File: config.mk
export PLATFORM = sky130hd
export DESIGN_NAME = irq_cause_agg
export DESIGN_NICKNAME = d
export VERILOG_FILES = /design/src/rtl/irq_agg_pkg.sv /design/src/rtl/irq_cause_store.sv /design/src/rtl/irq_summary.sv /design/src/rtl/irq_prio_enc.sv /design/src/rtl/irq_cause_agg.sv
export SDC_FILE = /design/constraint.sdc
export NUM_CORES = 1
export LEC_CHECK = 0
export BUFFER_PORTS_ARGS = -buffer_cell sky130_fd_sc_hd__buf_4
export CORE_UTILIZATION = 46
export DETAILED_ROUTE_END_ITERATION = 16
export PLACE_DENSITY_LB_ADDON = 0.2
export SKIP_LAST_GASP = 1
export SYNTH_ARGS = -nofsm -noshare
export SYNTH_HDL_FRONTEND = slang
export SYNTH_SLANG_ARGS = --single-unit
File: constraint.sdc
create_clock -name clk -period 1.4 [get_ports clk]
set_input_delay 0.35 -clock clk [delete_from_list [all_inputs] [get_ports clk]]
set_output_delay 0.35 -clock clk [all_outputs]
set_load 0.05 [all_outputs]
File: src/rtl/irq_agg_pkg.sv
package irq_agg_pkg;

   // Register select encoding on the register port
   typedef enum logic {
      SEL_CAUSE = 1'b0,
      SEL_MASK  = 1'b1
   } irq_reg_sel_e;

   // Default word geometry
   localparam int unsigned WORD_W   = 32;
   localparam int unsigned EVT_LO   = 1;
   localparam int unsigned EVT_HI   = 29;

   // Summary positions and the groups they cover
   localparam int unsigned SUM_ALL_POS = 0;
   localparam int unsigned SUM_A_POS   = 30;
   localparam int unsigned SUM_B_POS   = 31;
   localparam int unsigned GA1_HI = 29;
   localparam int unsigned GA1_LO = 26;
   localparam int unsigned GA2_HI = 20;
   localparam int unsigned GA2_LO = 1;
   localparam int unsigned GB_HI  = 25;
   localparam int unsigned GB_LO  = 1;

endpackage

File: src/rtl/irq_cause_store.sv
module irq_cause_store #(
   parameter int unsigned LO = 1,
   parameter int unsigned HI = 29
) (
   input  logic          clk,
   input  logic          rst_n,
   input  logic [HI:LO]  evt,
   input  logic          clr_en,
   input  logic [HI:LO]  keep_bits,
   output logic [HI:LO]  cause_q
);

   logic [HI:LO] survive;

   // Writing zero drops a bit; writing one keeps it
   always_comb begin
      survive = clr_en ? (cause_q & keep_bits) : cause_q;
   end

   // New events are ORed in after the clear, so they win
   always_ff @(posedge clk or negedge rst_n) begin
      if (!rst_n) begin
         cause_q <= '0;
      end else begin
         cause_q <= survive | evt;
      end
   end

endmodule

File: src/rtl/irq_summary.sv
module irq_summary #(
   parameter int unsigned LO     = 1,
   parameter int unsigned HI     = 29,
   parameter int unsigned A1_HI  = 29,
   parameter int unsigned A1_LO  = 26,
   parameter int unsigned A2_HI  = 20,
   parameter int unsigned A2_LO  = 1,
   parameter int unsigned B_HI   = 25,
   parameter int unsigned B_LO   = 1
) (
   input  logic [HI:LO] cause_i,
   output logic         sum_all,
   output logic         sum_a,
   output logic         sum_b
);

   if (A1_HI > HI || A1_LO < LO || A1_LO > A1_HI) begin : g_bad_a1
      $error("irq_summary: group A1 outside event range");
   end
   if (A2_HI > HI || A2_LO < LO || A2_LO > A2_HI) begin : g_bad_a2
      $error("irq_summary: group A2 outside event range");
   end
   if (B_HI > HI || B_LO < LO || B_LO > B_HI) begin : g_bad_b
      $error("irq_summary: group B outside event range");
   end

   always_comb begin
      sum_all = |cause_i;
      sum_a   = (|cause_i[A1_HI:A1_LO]) | (|cause_i[A2_HI:A2_LO]);
      sum_b   = |cause_i[B_HI:B_LO];
   end

endmodule

File: src/rtl/irq_prio_enc.sv
module irq_prio_enc #(
   parameter int unsigned LO        = 1,
   parameter int unsigned HI        = 29,
   parameter int unsigned IDX_W     = 5,
   parameter bit          LOW_FIRST = 1'b1
) (
   input  logic [HI:LO]      pend_i,
   output logic [IDX_W-1:0]  idx_o,
   output logic              valid_o
);

   if ((1 << IDX_W) <= HI) begin : g_bad_w
      $error("irq_prio_enc: index width too small");
   end

   if (LOW_FIRST) begin : g_low
      // Scan downward; the last hit is the lowest index
      always_comb begin
         idx_o = '0;
         for (int i = HI; i >= int'(LO); i--) begin
            if (pend_i[i]) idx_o = IDX_W'(i);
         end
      end
   end else begin : g_high
      always_comb begin
         idx_o = '0;
         for (int i = LO; i <= int'(HI); i++) begin
            if (pend_i[i]) idx_o = IDX_W'(i);
         end
      end
   end

   assign valid_o = |pend_i;

endmodule

File: src/rtl/irq_cause_agg.sv
module irq_cause_agg
   import irq_agg_pkg::*;
#(
   parameter int unsigned DATA_W    = WORD_W,
   parameter int unsigned SRC_LO    = EVT_LO,
   parameter int unsigned SRC_HI    = EVT_HI,
   parameter bit          REG_IRQ   = 1'b1,
   parameter bit          LOW_FIRST = 1'b1,
   localparam int unsigned NSRC     = SRC_HI - SRC_LO + 1,
   localparam int unsigned IDX_W    = $clog2(DATA_W)
) (
   input  logic              clk,
   input  logic              rst_n,
   input  logic [NSRC-1:0]   evt_in,
   input  logic              bus_wr,
   input  logic              bus_sel,
   input  logic [DATA_W-1:0] bus_wdata,
   output logic [DATA_W-1:0] bus_rdata,
   output logic [IDX_W-1:0]  pend_idx,
   output logic              pend_valid,
   output logic              cpu_irq
);

   if (SRC_HI >= DATA_W || SRC_LO == 0) begin : g_bad_range
      $error("irq_cause_agg: event range must sit inside the word above bit 0");
   end
   if (SUM_A_POS >= DATA_W || SUM_B_POS >= DATA_W ||
       (SUM_A_POS >= SRC_LO && SUM_A_POS <= SRC_HI) ||
       (SUM_B_POS >= SRC_LO && SUM_B_POS <= SRC_HI)) begin : g_bad_sum
      $error("irq_cause_agg: summary position collides with event range");
   end

   logic [SRC_HI:SRC_LO] evt_w;
   logic [SRC_HI:SRC_LO] cause_q;
   logic [DATA_W-1:0]    mask_q;
   logic [SRC_HI:SRC_LO] pend;
   logic                 cause_wr;
   logic                 mask_wr;
   logic                 sum_all;
   logic                 sum_a;
   logic                 sum_b;
   logic [DATA_W-1:0]    cause_rd;

   assign evt_w    = evt_in;
   assign cause_wr = bus_wr && (bus_sel == SEL_CAUSE);
   assign mask_wr  = bus_wr && (bus_sel == SEL_MASK);

   irq_cause_store #(
      .LO (SRC_LO),
      .HI (SRC_HI)
   ) u_store (
      .clk       (clk),
      .rst_n     (rst_n),
      .evt       (evt_w),
      .clr_en    (cause_wr),
      .keep_bits (bus_wdata[SRC_HI:SRC_LO]),
      .cause_q   (cause_q)
   );

   always_ff @(posedge clk or negedge rst_n) begin
      if (!rst_n) begin
         mask_q <= '0;
      end else if (mask_wr) begin
         mask_q <= bus_wdata;
      end
   end

   irq_summary #(
      .LO    (SRC_LO),
      .HI    (SRC_HI),
      .A1_HI (GA1_HI),
      .A1_LO (GA1_LO),
      .A2_HI (GA2_HI),
      .A2_LO (GA2_LO),
      .B_HI  (GB_HI),
      .B_LO  (GB_LO)
   ) u_sum (
      .cause_i (cause_q),
      .sum_all (sum_all),
      .sum_a   (sum_a),
      .sum_b   (sum_b)
   );

   assign pend = cause_q & mask_q[SRC_HI:SRC_LO];

   irq_prio_enc #(
      .LO        (SRC_LO),
      .HI        (SRC_HI),
      .IDX_W     (IDX_W),
      .LOW_FIRST (LOW_FIRST)
   ) u_prio (
      .pend_i  (pend),
      .idx_o   (pend_idx),
      .valid_o (pend_valid)
   );

   always_comb begin
      cause_rd                 = '0;
      cause_rd[SRC_HI:SRC_LO]  = cause_q;
      cause_rd[SUM_ALL_POS]    = sum_all;
      cause_rd[SUM_A_POS]      = sum_a;
      cause_rd[SUM_B_POS]      = sum_b;
   end

   assign bus_rdata = (bus_sel == SEL_MASK) ? mask_q : cause_rd;

   if (REG_IRQ) begin : g_irq_reg
      always_ff @(posedge clk or negedge rst_n) begin
         if (!rst_n) begin
            cpu_irq <= 1'b0;
         end else begin
            cpu_irq <= |pend;
         end
      end
   end else begin : g_irq_comb
      assign cpu_irq = |pend;
   end

endmodule

==> impl_results.md <==
* Status: complete, but fails checks
* Failing checks: setup timing
* Critical Path AT at 2.21 ns
* Logic gate share of total power at 0.418
* Fmax at 390 MHz
* Die H at 85.3 um
* Final hold vios at 0
* Hold Crit Depth at 2
* Initial core utilization at 0.473
* Placed Cells at 544
* Via count at 3469
* Chip width at 85.3 um
* # H-tree levels at 3
* Xor-xnor portion of the synthesized cell area at 0
* Critical path class: register to output pin
* Most common cell in the netlist: dfrtp_1
* # diodes at 0
* Synth top area share at 0.486
* First-pass GRT wire length at 17400 um
* Die area at 0.00728 mm2
* CP Max Fanout at 4
* Net load switching power at 2310 uW
* Drt first pass iters at 6
* Later-pin clock latency in the skew report at 0.35 ns
* Initial antenna violation count at 0
* Minimum hold slack at 0.184 ns
* Post-synthesis mux area share at 0.218
* Core ar. at 0.00676 mm2
* Antenna-violating nets left at 0
* Switch share at 0.352
* WL per Instance at 22.3 um
* Area grow syn2layout at 85.0%
* Nets at 557
* Number of port buffers at 103
* Total grt overflow at 0
* Mapped Cells at 291
* Max_slew headroom at 0.641
* Synth cell types at 33
* Pins Over Slew Limit at 0
* DRC viols at 0
* Row count at 30
* Vias in the first global route at 3472
* Sequential cell area at 0.00156 mm2
* Fill count at 296
* EDFF count, synth at 0
* Req. time, crit path at 1.05 ns
* Compound-gate portion of the synthesized area at 0.128
* Most frequent CP cell: buf_6
* Tmin final at 2.56 ns
* Max stage delay on crit path at 0.48 ns
* First DRT Iteration DRCs at 167
* Sequential-to-total area share from yosys stat at 0.486
* Routed vias/inst at 6.01
* Main combinational cell family by area after synthesis: multiplexers
* Part of the cycle the worst path needs at 1.83
* YS warnings at 0
* Hold Crit Class: input port to register
* Reg-to-reg setup timing slack at -0.13 ns
* Power Density at 1110 mW/mm2
* Hold_sp: evt_in[10]
* Worst r2r path cells at 7
* Clock sink count at 62
* CTS tree: built
* Max-cap violations at 0
* Hold EP: u_store.cause_q[11]$_DFF_PN0_
* Number of top-level pins at 104
* Leakage power at 0.00265 uW
* Post-synth ARST share at 1.00
* Crit path max-delay family: compound AO/OA/AOI/OAI gates
* Synth area leader: dfrtp_1
* Worst Slack Setup Final at -1.16 ns
* Final Setup Violations at 39
* Startpoint type of the worst setup path: register
* Overall routed net length at 12900 um
* Syn nets at 356
* Worst r2r src: u_store.cause_q[13]$_DFF_PN0_
* Maximum root-to-sink buffer count at 2
* Largest net degree at the start of global routing at 39
* Sequential Power Share at 0.331
* Buffers & Inverters on Critical Path at 3
* Adder-cell area share of the yosys netlist at 0
* Commonest cells post-synth: dfrtp_1, mux2_2, nand2b_1, o21ai_0, nand2_1
* CP Cell Sequence: buf_6, a222oi_1, buf_4, nand2_1, a31oi_1, a21oi_4, buf_6
* Tot Pwr at 6580 uW
* Post-synth top flop: dfrtp_1
* Actual slew at the worst max-slew pin at 0.539 ns
* Avg Inst Size Synth at 11.0 um2
* Dpl ws at -0.621 ns
* Fraction of layout instances using a drive strength above 1 at 0.672
* Clock share of power at 0.252
* Clock Skew at 0.0104 ns
* Synth area leaders: dfrtp_1, mux2_2, nand2b_1
* Synthesized flop and latch total at 62
* Post-route insts no fill at 577
* Layout Utilization at 0.875
* Multi-input gate area at 0.00206 mm2
* P_int at 4260 uW
* Tot GR Track Use at 0.322
* Maximum vdd ir drop at 0.791 mV
* RSZ-0062 raised after global routing: yes
* R2R Path End: cpu_irq$_DFF_PN0_
* CP Capture Type: output pin
* GPL Wtd Cong at 0.842
* Post-synthesis cell area at 0.00320 mm2
* DP HPWL at 7250 um
* CTS Buf Count at 9
* Simple-gate share of the synthesized area at 0.152
* Slowest CP cell: a222oi_1
* Worst-path clk slew at 0.08 ns
* Clock Tree Root: clkbuf_8
==> cell type report <==
type,count,area share
Sequential cell,62,0.264
Tap cell,80,0.0169
Inverter,1,0.000635
Clock inverter,5,0.00974
Clock buffer,11,0.0256
Multi-Input combinational cell,218,0.349
Timing Repair Buffer,200,0.334
==> sequential cells by signal, indices dropped and copies added (netlist names) <==
name,flops
cpu_irq,1
mask_q,32
u_store.cause_q,29
==> layer usage <==
| metal | vias up | GRT usage | part of all wire |
|---|---|---|---|
| met4 | 0 | 0.167 | 0.043 |
| li1 | 1478 | - | - |
| met3 | 41 | 0.0584 | 0.056 |
| met2 | 176 | 0.578 | 0.53 |
| met5 | - | 0 | 0 |
| met1 | 1774 | 0.366 | 0.37 |
==> worst register-to-register path: cells and delay by family (launching register included) <==
kind	cells	cell delay, ns
AND/OR/NAND/NOR	4	0.49
flip-flops	1	0.43
buffers and inverters	2	0.26
AO/OA/AOI/OAI	1	0.23
==> worst max-delay path by stage <==
stage / end / cells past startpoint / startpoint / slack [ns]
floorplan: bus_rdata[31] / 3 / u_store.cause_q[24]$_DFF_PN0_ / -0.37
global placement: bus_rdata[31] / 6 / u_store.cause_q[1]$_DFF_PN0_ / -0.61
detailed placement: bus_rdata[31] / 6 / u_store.cause_q[1]$_DFF_PN0_ / -0.62
CTS: bus_rdata[31] / 6 / u_store.cause_q[9]$_DFF_PN0_ / -0.90
global route: pend_idx[0] / 7 / u_store.cause_q[5]$_DFF_PN0_ / -1.18
finish: pend_idx[0] / 7 / u_store.cause_q[5]$_DFF_PN0_ / -1.16
==> cells by family after synthesis <==
logic type      Yosys count
flops                    62
buf+inv                  11
mux                      62
compound gates           65
simple gates             91
==> through the flow <==
step           TNS [ns]  area [um2]
6_report         -17.16        5910
5_1_grt          -18.76        5910
4_1_cts          -15.65        5710
3_5_place_dp     -20.31        5020
3_3_place_gp     -19.22        5020
2_1_floorplan     -2.85        3540
==> placed cells by master, fill, tap and decap left out, types with 6 or more instances in the layout <==
cell type  instances
buf_8             26
dfrtp_2            8
nand2b_1          31
a22oi_2            6
mux2_2            32
clkbuf_8          11
mux2_4            29
o21ai_0           29
buf_12             6
dfrtp_1           54
buf_4            114
nand2_1           21
buf_6             53
==> power by group through the flow <==
stage                     clock, uW  sequential, uW  combinational, uW
after global routing           1750            2190               2840
after detailed placement          0            2150               2230
final                          1660            2170               2750
after global placement            0            2140               2180
after floorplan                   0            2150               1290
after CTS                      1660            2130               2550
==> timing repair <==
action                                  in CTS  in global routing
pin swaps                                   17                 10
hold buffers                                 1                  0
endpoints found under the setup margin      39                 39
cloned                                       0                  0
setup buffers                                8                 18
endpoints found under the hold margin       56                  0
gates resized for setup                    112                 41
No activity file was read; power rests on OpenSTA's default activity.
